`src/rtl/i2c_cmd_pkg.sv`:
```
package i2c_cmd_pkg;

  localparam int BYTE_W  = 8;
  localparam int WORD_W  = 11;
  localparam int BIT_STA = 10;
  localparam int BIT_STO = 9;
  localparam int BIT_ACK = 8;

  typedef enum logic [1:0] {
    MODE_SLV_RX  = 2'd0,
    MODE_MST_TX  = 2'd1,
    MODE_MST_RX  = 2'd2,
    MODE_STOPPED = 2'd3
  } bus_mode_e;

  typedef enum logic [1:0] {
    OP_NONE  = 2'd0,
    OP_START = 2'd1,
    OP_STOP  = 2'd2
  } bus_op_e;

  typedef enum logic [3:0] {
    SQ_IDLE, SQ_RS, SQ_STA_A, SQ_STA_B, SQ_BLO, SQ_BHI,
    SQ_HOLD, SQ_STP_A, SQ_STP_B, SQ_STP_C
  } seq_e;

  // Request field: only the two mixed codes do something.
  function automatic bus_op_e decode_op(input logic sta, input logic sto);
    case ({sta, sto})
      2'b10:   return OP_START;
      2'b01:   return OP_STOP;
      default: return OP_NONE;
    endcase
  endfunction

  // Direction bit of the address byte picks the master mode.
  function automatic bus_mode_e mode_after_addr(input logic rw);
    return rw ? MODE_MST_RX : MODE_MST_TX;
  endfunction

  // 1 means pull SDA low in this sequencer step.
  function automatic logic sda_low(input seq_e st, input logic [3:0] idx,
                                   input logic xmit, input logic [7:0] txb,
                                   input logic ack_lvl);
    logic last;
    last = (idx == 4'(BYTE_W));
    case (st)
      SQ_STA_B, SQ_STP_A, SQ_STP_B: return 1'b1;
      SQ_BLO, SQ_BHI: begin
        if (xmit) return last ? 1'b0 : ~txb[3'(BYTE_W - 1) - idx[2:0]];
        else      return last ? ~ack_lvl : 1'b0;
      end
      default: return 1'b0;
    endcase
  endfunction

  function automatic logic scl_low(input seq_e st);
    return (st == SQ_RS) || (st == SQ_BLO) || (st == SQ_HOLD) || (st == SQ_STP_A);
  endfunction

endpackage

```
`src/rtl/i2c_half_tick.sv`:
```
module i2c_half_tick #(
  parameter int HALF_CYC = 6
) (
  input  logic clk,
  input  logic rst_n,
  input  logic restart,
  output logic tick
);
  localparam int CNT_W = (HALF_CYC > 1) ? $clog2(HALF_CYC) : 1;
  localparam logic [CNT_W-1:0] LIM = CNT_W'(HALF_CYC - 1);

  logic [CNT_W-1:0] cnt_q;

  assign tick = (cnt_q == LIM);

  always_ff @(posedge clk) begin
    if (!rst_n)                cnt_q <= '0;
    else if (restart || tick)  cnt_q <= '0;
    else                       cnt_q <= cnt_q + 1'b1;
  end
endmodule

```
`src/rtl/i2c_cmd_reg.sv`:
```
module i2c_cmd_reg
  import i2c_cmd_pkg::*;
(
  input  logic              clk,
  input  logic              rst_n,
  input  logic              wr_en,
  input  logic [1:0]        wr_be,
  input  logic [15:0]       wr_data,
  input  logic              ready,
  output logic              accept,
  output logic [WORD_W-1:0] word_q
);
  logic full_word;
  logic unused_hi_bits;

  assign full_word      = (wr_be == 2'b11);
  assign accept         = wr_en && full_word && ready;
  assign unused_hi_bits = ^wr_data[15:WORD_W];

  always_ff @(posedge clk) begin
    if (!rst_n)      word_q <= '0;
    else if (accept) word_q <= wr_data[WORD_W-1:0];
  end

  // partial-width writes never land
  p_partial_ignored_r2: assert property (@(posedge clk) disable iff (!rst_n)
    (wr_en && !full_word) |=> $stable(word_q));

  // writes during a running sequence never land
  p_busy_ignored_r3: assert property (@(posedge clk) disable iff (!rst_n)
    (wr_en && !ready) |=> $stable(word_q));
endmodule

```
`src/rtl/i2c_bit_engine.sv`:
```
module i2c_bit_engine
  import i2c_cmd_pkg::*;
(
  input  logic              clk,
  input  logic              rst_n,
  input  logic              tick,
  input  logic              accept,
  input  logic [WORD_W-1:0] cmd,
  input  logic              sda_i,
  output logic              ready,
  output logic              parked,
  output bus_mode_e         mode,
  output logic [7:0]        rx_byte,
  output logic              ack_in,
  output logic              scl_pull,
  output logic              sda_pull
);
  localparam logic [3:0] LAST_IDX = 4'(BYTE_W);

  seq_e       st;
  logic [3:0] bit_idx;
  logic       xmit;
  logic [7:0] tx_q;
  logic       ack_lvl;
  logic [7:0] rx_sh;
  bus_op_e    op;

  // named events for the assertions
  logic start_launch, stop_launch, byte_done;

  assign op           = decode_op(cmd[BIT_STA], cmd[BIT_STO]);
  assign start_launch = accept && (op == OP_START);
  assign stop_launch  = accept && (op == OP_STOP) && (st == SQ_HOLD);
  assign byte_done    = tick && (st == SQ_BHI) && (bit_idx == LAST_IDX);

  assign ready    = (st == SQ_IDLE) || (st == SQ_HOLD);
  assign parked   = (st == SQ_HOLD);
  assign scl_pull = scl_low(st);
  assign sda_pull = sda_low(st, bit_idx, xmit, tx_q, ack_lvl);

  always_ff @(posedge clk) begin
    if (!rst_n) begin
      st      <= SQ_IDLE;
      mode    <= MODE_SLV_RX;
      bit_idx <= '0;
      xmit    <= 1'b0;
      tx_q    <= '0;
      ack_lvl <= 1'b1;
      rx_sh   <= '0;
      rx_byte <= '0;
      ack_in  <= 1'b1;
    end else if (accept) begin
      tx_q    <= cmd[7:0];
      ack_lvl <= cmd[BIT_ACK];
      bit_idx <= '0;
      if (st == SQ_IDLE) begin
        if (op == OP_START) begin
          st   <= SQ_STA_A;
          xmit <= 1'b1;
          mode <= mode_after_addr(cmd[0]);
        end
      end else begin
        case (op)
          OP_START: begin
            st   <= SQ_RS;
            xmit <= 1'b1;
            mode <= mode_after_addr(cmd[0]);
          end
          OP_STOP: begin
            st   <= SQ_STP_A;
            mode <= MODE_STOPPED;
          end
          default: begin
            st   <= SQ_BLO;
            xmit <= (mode == MODE_MST_TX);
          end
        endcase
      end
    end else if (tick) begin
      case (st)
        SQ_RS:    st <= SQ_STA_A;
        SQ_STA_A: st <= SQ_STA_B;
        SQ_STA_B: st <= SQ_BLO;
        SQ_BLO:   st <= SQ_BHI;
        SQ_BHI: begin
          if (xmit) begin
            if (bit_idx == LAST_IDX) ack_in <= sda_i;
          end else if (bit_idx == LAST_IDX) begin
            rx_byte <= rx_sh;
          end else begin
            rx_sh <= {rx_sh[6:0], sda_i};
          end
          if (bit_idx == LAST_IDX) begin
            st <= SQ_HOLD;
          end else begin
            bit_idx <= bit_idx + 1'b1;
            st      <= SQ_BLO;
          end
        end
        SQ_STP_A: st <= SQ_STP_B;
        SQ_STP_B: st <= SQ_STP_C;
        SQ_STP_C: begin
          st   <= SQ_IDLE;
          mode <= MODE_SLV_RX;
        end
        default: ;
      endcase
    end
  end

  // SDA steady through every high phase of a data/ack clock
  p_sda_steady_r8: assert property (@(posedge clk) disable iff (!rst_n)
    (st == SQ_BHI && $past(st) == SQ_BHI) |-> $stable(sda_pull));

  // a start always lands in a master mode
  p_start_mode_r5: assert property (@(posedge clk) disable iff (!rst_n)
    start_launch |=> (mode == MODE_MST_TX || mode == MODE_MST_RX));

  // stop sequence shows the stopping code, then slave receiver
  p_stop_mode_r7: assert property (@(posedge clk) disable iff (!rst_n)
    stop_launch |=> (mode == MODE_STOPPED));
  p_stop_return_r7: assert property (@(posedge clk) disable iff (!rst_n)
    (st == SQ_STP_C && tick) |=> (mode == MODE_SLV_RX && st == SQ_IDLE));

  // a finished byte parks, and parking lasts until a write
  p_byte_parks_r10: assert property (@(posedge clk) disable iff (!rst_n)
    byte_done |=> parked);
  p_park_holds_r10: assert property (@(posedge clk) disable iff (!rst_n)
    (parked && !accept) |=> parked);
endmodule

```
`src/rtl/i2c_cmd_engine.sv`:
```
module i2c_cmd_engine
  import i2c_cmd_pkg::*;
#(
  parameter int HALF_CYC = 6
) (
  input  logic        clk,
  input  logic        rst_n,
  input  logic        wr_en,
  input  logic [1:0]  wr_be,
  input  logic [15:0] wr_data,
  output logic [15:0] rd_data,
  output logic        irq,
  output logic [1:0]  mode,
  output logic [7:0]  rx_byte,
  output logic        ack_in,
  output logic        scl_oe,
  output logic        sda_oe,
  input  logic        sda_i
);
  logic              accept;
  logic              ready;
  logic              tick;
  logic              parked;
  logic [WORD_W-1:0] word_q;
  bus_mode_e         mode_e;

  i2c_cmd_reg u_reg (
    .clk     (clk),
    .rst_n   (rst_n),
    .wr_en   (wr_en),
    .wr_be   (wr_be),
    .wr_data (wr_data),
    .ready   (ready),
    .accept  (accept),
    .word_q  (word_q)
  );

  i2c_half_tick #(.HALF_CYC(HALF_CYC)) u_tick (
    .clk     (clk),
    .rst_n   (rst_n),
    .restart (accept),
    .tick    (tick)
  );

  i2c_bit_engine u_eng (
    .clk      (clk),
    .rst_n    (rst_n),
    .tick     (tick),
    .accept   (accept),
    .cmd      (wr_data[WORD_W-1:0]),
    .sda_i    (sda_i),
    .ready    (ready),
    .parked   (parked),
    .mode     (mode_e),
    .rx_byte  (rx_byte),
    .ack_in   (ack_in),
    .scl_pull (scl_oe),
    .sda_pull (sda_oe)
  );

  assign rd_data = {{(16 - WORD_W){1'b0}}, word_q};
  assign irq     = parked;
  assign mode    = mode_e;

  // clock stretched for as long as the interrupt stands
  p_stretch_r10: assert property (@(posedge clk) disable iff (!rst_n)
    irq |-> scl_oe);

  // an accepted write clears the interrupt on the next edge
  p_irq_clear_r10: assert property (@(posedge clk) disable iff (!rst_n)
    (irq && accept) |=> !irq);
endmodule

```
`config.mk`:
```
export PLATFORM = sky130hd
export DESIGN_NAME = i2c_cmd_engine
export DESIGN_NICKNAME = d
export VERILOG_FILES = /design/src/rtl/i2c_cmd_pkg.sv /design/src/rtl/i2c_half_tick.sv /design/src/rtl/i2c_cmd_reg.sv /design/src/rtl/i2c_bit_engine.sv /design/src/rtl/i2c_cmd_engine.sv
export SDC_FILE = /design/constraint.sdc
export NUM_CORES = 1
export LEC_CHECK = 0
export BUFFER_PORTS_ARGS = -buffer_cell sky130_fd_sc_hd__buf_4
export CAP_MARGIN = 10
export CORE_MARGIN = 5
export CORE_UTILIZATION = 40
export CTS_CLUSTER_SIZE = 12
export DETAILED_ROUTE_END_ITERATION = 12
export PLACE_DENSITY = 0.65
export SLEW_MARGIN = 20
export SYNTH_ARGS = -nofsm -noshare
export SYNTH_HDL_FRONTEND = slang
export SYNTH_SLANG_ARGS = --single-unit
export TNS_END_PERCENT = 50
```
`constraint.sdc`:
```
create_clock -name clk -period 2.34 [get_ports clk]
set_input_delay 0.234 -clock clk [delete_from_list [all_inputs] [get_ports clk]]
set_output_delay 0.234 -clock clk [all_outputs]
set_load 0.01 [all_outputs]
```
==> metrics.csv <==
stage,metric,value,unit
global_route,overflow,0,
worst_setup_path,worstPathArrival,1980,ps
die,rows,26,
die,dieArea,6720,sq um
detailed_routing,wire_per_inst,13.5,microns
worst_setup_path,endpoint_kind,output pin,
pwr,p_total,1.43,mW
timing,finalClockSkew,4.44,ps
cts,clkSinkCount,43,
detailed_routing,final_antenna_net_count,0,
detailed_routing,wirelength,4.67,mm
die,fp.dieH,82.0,microns
detailed_routing,vias,1726,
cts,cts.hold.buffers_added,0,
cts,cts_buffers,5,
logic_synthesis,ys_types,43,
logic_synthesis,ys_top_cells_by_area,"dfxtp_1 42%, mux2i_1 10%, nor2_1 6.0%",
timing,final_hold_viol_count,0,
global_route,antenna_found_initial,0,
pwr,leakage,1.04,nW
die,ios,52,
run,cap_violations,0,
timing,setup-tns-final,0,ps
place,dp_cells,340,
logic_synthesis,synth_seq_area_share,41.5,%
cts,htree_levels,2,
timing,min_period,2210,ps
global_route,grt_pass1_wl,7.80,mm
timing,worstMarginPinSlew,579,ps
logic_synthesis,netlist_top_cells_count,"43 x dfxtp_1, 33 x nor2_1, 32 x nand2_1, 21 x mux2i_1, 19 x a21oi_1",
place,dp_hpwl,3.44,mm
logic_synthesis,yosysTopAreaCell,dfxtp_1,
global_route,grt_usage,15.0,%
timing,setup_viol,0,
die,start_util,40.9,%
finish,layout-drive-gt1-share,24.5,%
worst_setup_path,cp-start-kind,register,
place,portBuffers,41,
cts,clk_latency,290,ps
min_path,hold_path.class,input port to register,
worst_setup_path,rrSetupSlack,450,ps
detailed_routing,first_pass_iters,4,
detailed_routing,remaining_drc_errors,0,
timing,slew_viol_final,0,
global_route,grt_pass1_vias,1639,
timing,rsz0062_at_grt,no,
cts,cts-root-buf,clkbuf_8,
global_route,grt_max_degree,20,
cts,clk_path_buf_depth,2,
place,place.gp.congestion,0.860,
logic_synthesis,synth.most_common_cell,dfxtp_1,
detailed_routing,via_per_inst,4.97,
logic_synthesis,synth-edff-count,0,
logic_synthesis,ys_seq_elements,43,
outcome,status,"complete, no violations",
cts,clk_pin_slew_worst_paths,80,ps
cts,cts_tree,yes,
logic_synthesis,async_flop_share,0,%
die,core-area,5070,sq um
worst_setup_path,crit_required,2110,ps
timing,fin_crit_sh,94.4,%
finish,n_antenna_cell,0,
timing,slew_headroom,61.3,%
logic_synthesis,synth_top_cell_area_share,41.5,%
detailed_routing,first_iter_violations,51,
pwr,ir_drop,387,uV
logic_synthesis,avgSynthCellArea,8.94,sq um
finish,final_cell_count_no_fill,347,
logic_synthesis,syn-cell-area,2070,sq um
finish,syn_to_final_growth,24.4,%
pwr,p_per_area,554,nW/um^2
logic_synthesis,synth_ff_type,dfxtp_1,
logic_synthesis,yosysWarnings,0,
logic_synthesis,synthCells,232,
die,die_x,82.0,microns
worst_setup_path,path_max_fanout,6,
worst_setup_path,setup.worst_path.class,register to output pin,
finish,nets,305,
timing,fmax,0.453,GHz
## repair_timing
| item | in CTS | in global routing |
|---|---|---|
| gates resized for setup | 0 | 1 |
| buffers inserted | 0 | 0 |
| endpoints found under the hold margin | 0 | 0 |
| endpoints found under the setup margin | 0 | 1 |
## critical path: stages (launching register included)
cell	delay (ps)
dfxtp_2	410
mux4_2	510
nand2_1	80
a41oi_1	150
o22a_1	240
o22ai_1	140
buf_4	150
## report_power, final
group | leakage, nW | internal (mW) | switching [mW]
Combinational | 0.645 | 0.0493 | 0.0572
Sequential | 0.348 | 0.744 | 0.0112
Clock | 0.0502 | 0.312 | 0.254
Total | 1.04 | 1.11 | 0.322
## cell families after synthesis
| family | Yosys count | synth area share (%) |
|---|---|---|
| simple gates | 94 | 23.2 |
| flops | 43 | 41.5 |
| compound gates | 35 | 11.4 |
| buf+inv | 25 | 5.67 |
| mux | 23 | 12.3 |
| fa+ha+maj | 6 | 3.62 |
| xor+xnor | 5 | 2.11 |
| other cells | 1 | 0.181 |
## state kept, by name, indices dropped and copies added (netlist names)
signal / cells
u_eng.ack_in: 1
u_eng.rx_byte: 8
u_eng.bit_idx: 4
u_eng.ack_lvl: 1
u_tick.cnt_q: 3
u_reg.word_q: 11
u_eng.st: 4
u_eng.mode: 2
u_eng.rx_sh: 8
u_eng.xmit: 1
## final timing paths
path                                        from               to  depth (start not counted)
worst min-delay path                       sda_i     u_eng.ack_in                          3
worst min register to register   u_reg.word_q[8]  u_reg.word_q[8]                          2
worst max-delay path            u_eng.bit_idx[1]           sda_oe                          6
worst max register to register       u_eng.st[0]      u_eng.st[1]                          5
## metrics by stage
stage	hold WS, ps	cell area (sq um)	setup WS, ps	utilization, %
global route	180	2580	34.3	50.8
CTS	156	2580	18.2	50.8
floorplan	296	2090	547	-
global placement	445	2470	360	48.7
finish	168	2580	131	50.8
detailed placement	451	2470	357	48.7
## cell usage in the layout (no fill, tap or decap), drive strengths merged, types with 2 or more instances in the layout
| master | instances |
|---|---|
| nand2 | 32 |
| ha | 6 |
| nand2b | 5 |
| xnor2 | 2 |
| nor3 | 4 |
| buf | 51 |
| nand3 | 3 |
| nor4 | 4 |
| a211oi | 3 |
| mux2i | 21 |
| nor3b | 3 |
| conb | 5 |
| clkbuf | 5 |
| nor2 | 33 |
| mux4 | 2 |
| dfxtp | 43 |
| or4 | 2 |
| xor2 | 3 |
| a21oi | 19 |
| or3 | 3 |
| inv | 8 |
## layout make-up
class                           count  area [sq um]
Multi-Input combinational cell    168          1110
Timing Repair Buffer               51           383
Sequential cell                    43           862
Clock buffer                        5          68.8
Clock inverter                      2          37.5
Inverter                            8          30.0
Tap cell                           70          87.6
Fill cell                         502          2500
## layer usage
metal  part of all wire, %  routed length, microns  global-route usage (%)
met1                    48                    2220                    19.8
met2                    48                    2220                    23.0
met3                   3.5                     165                    3.62
met4                   1.3                      63                    6.81
met5                     0                       0                       0
Note: power is estimated with default switching activity, not from simulation.
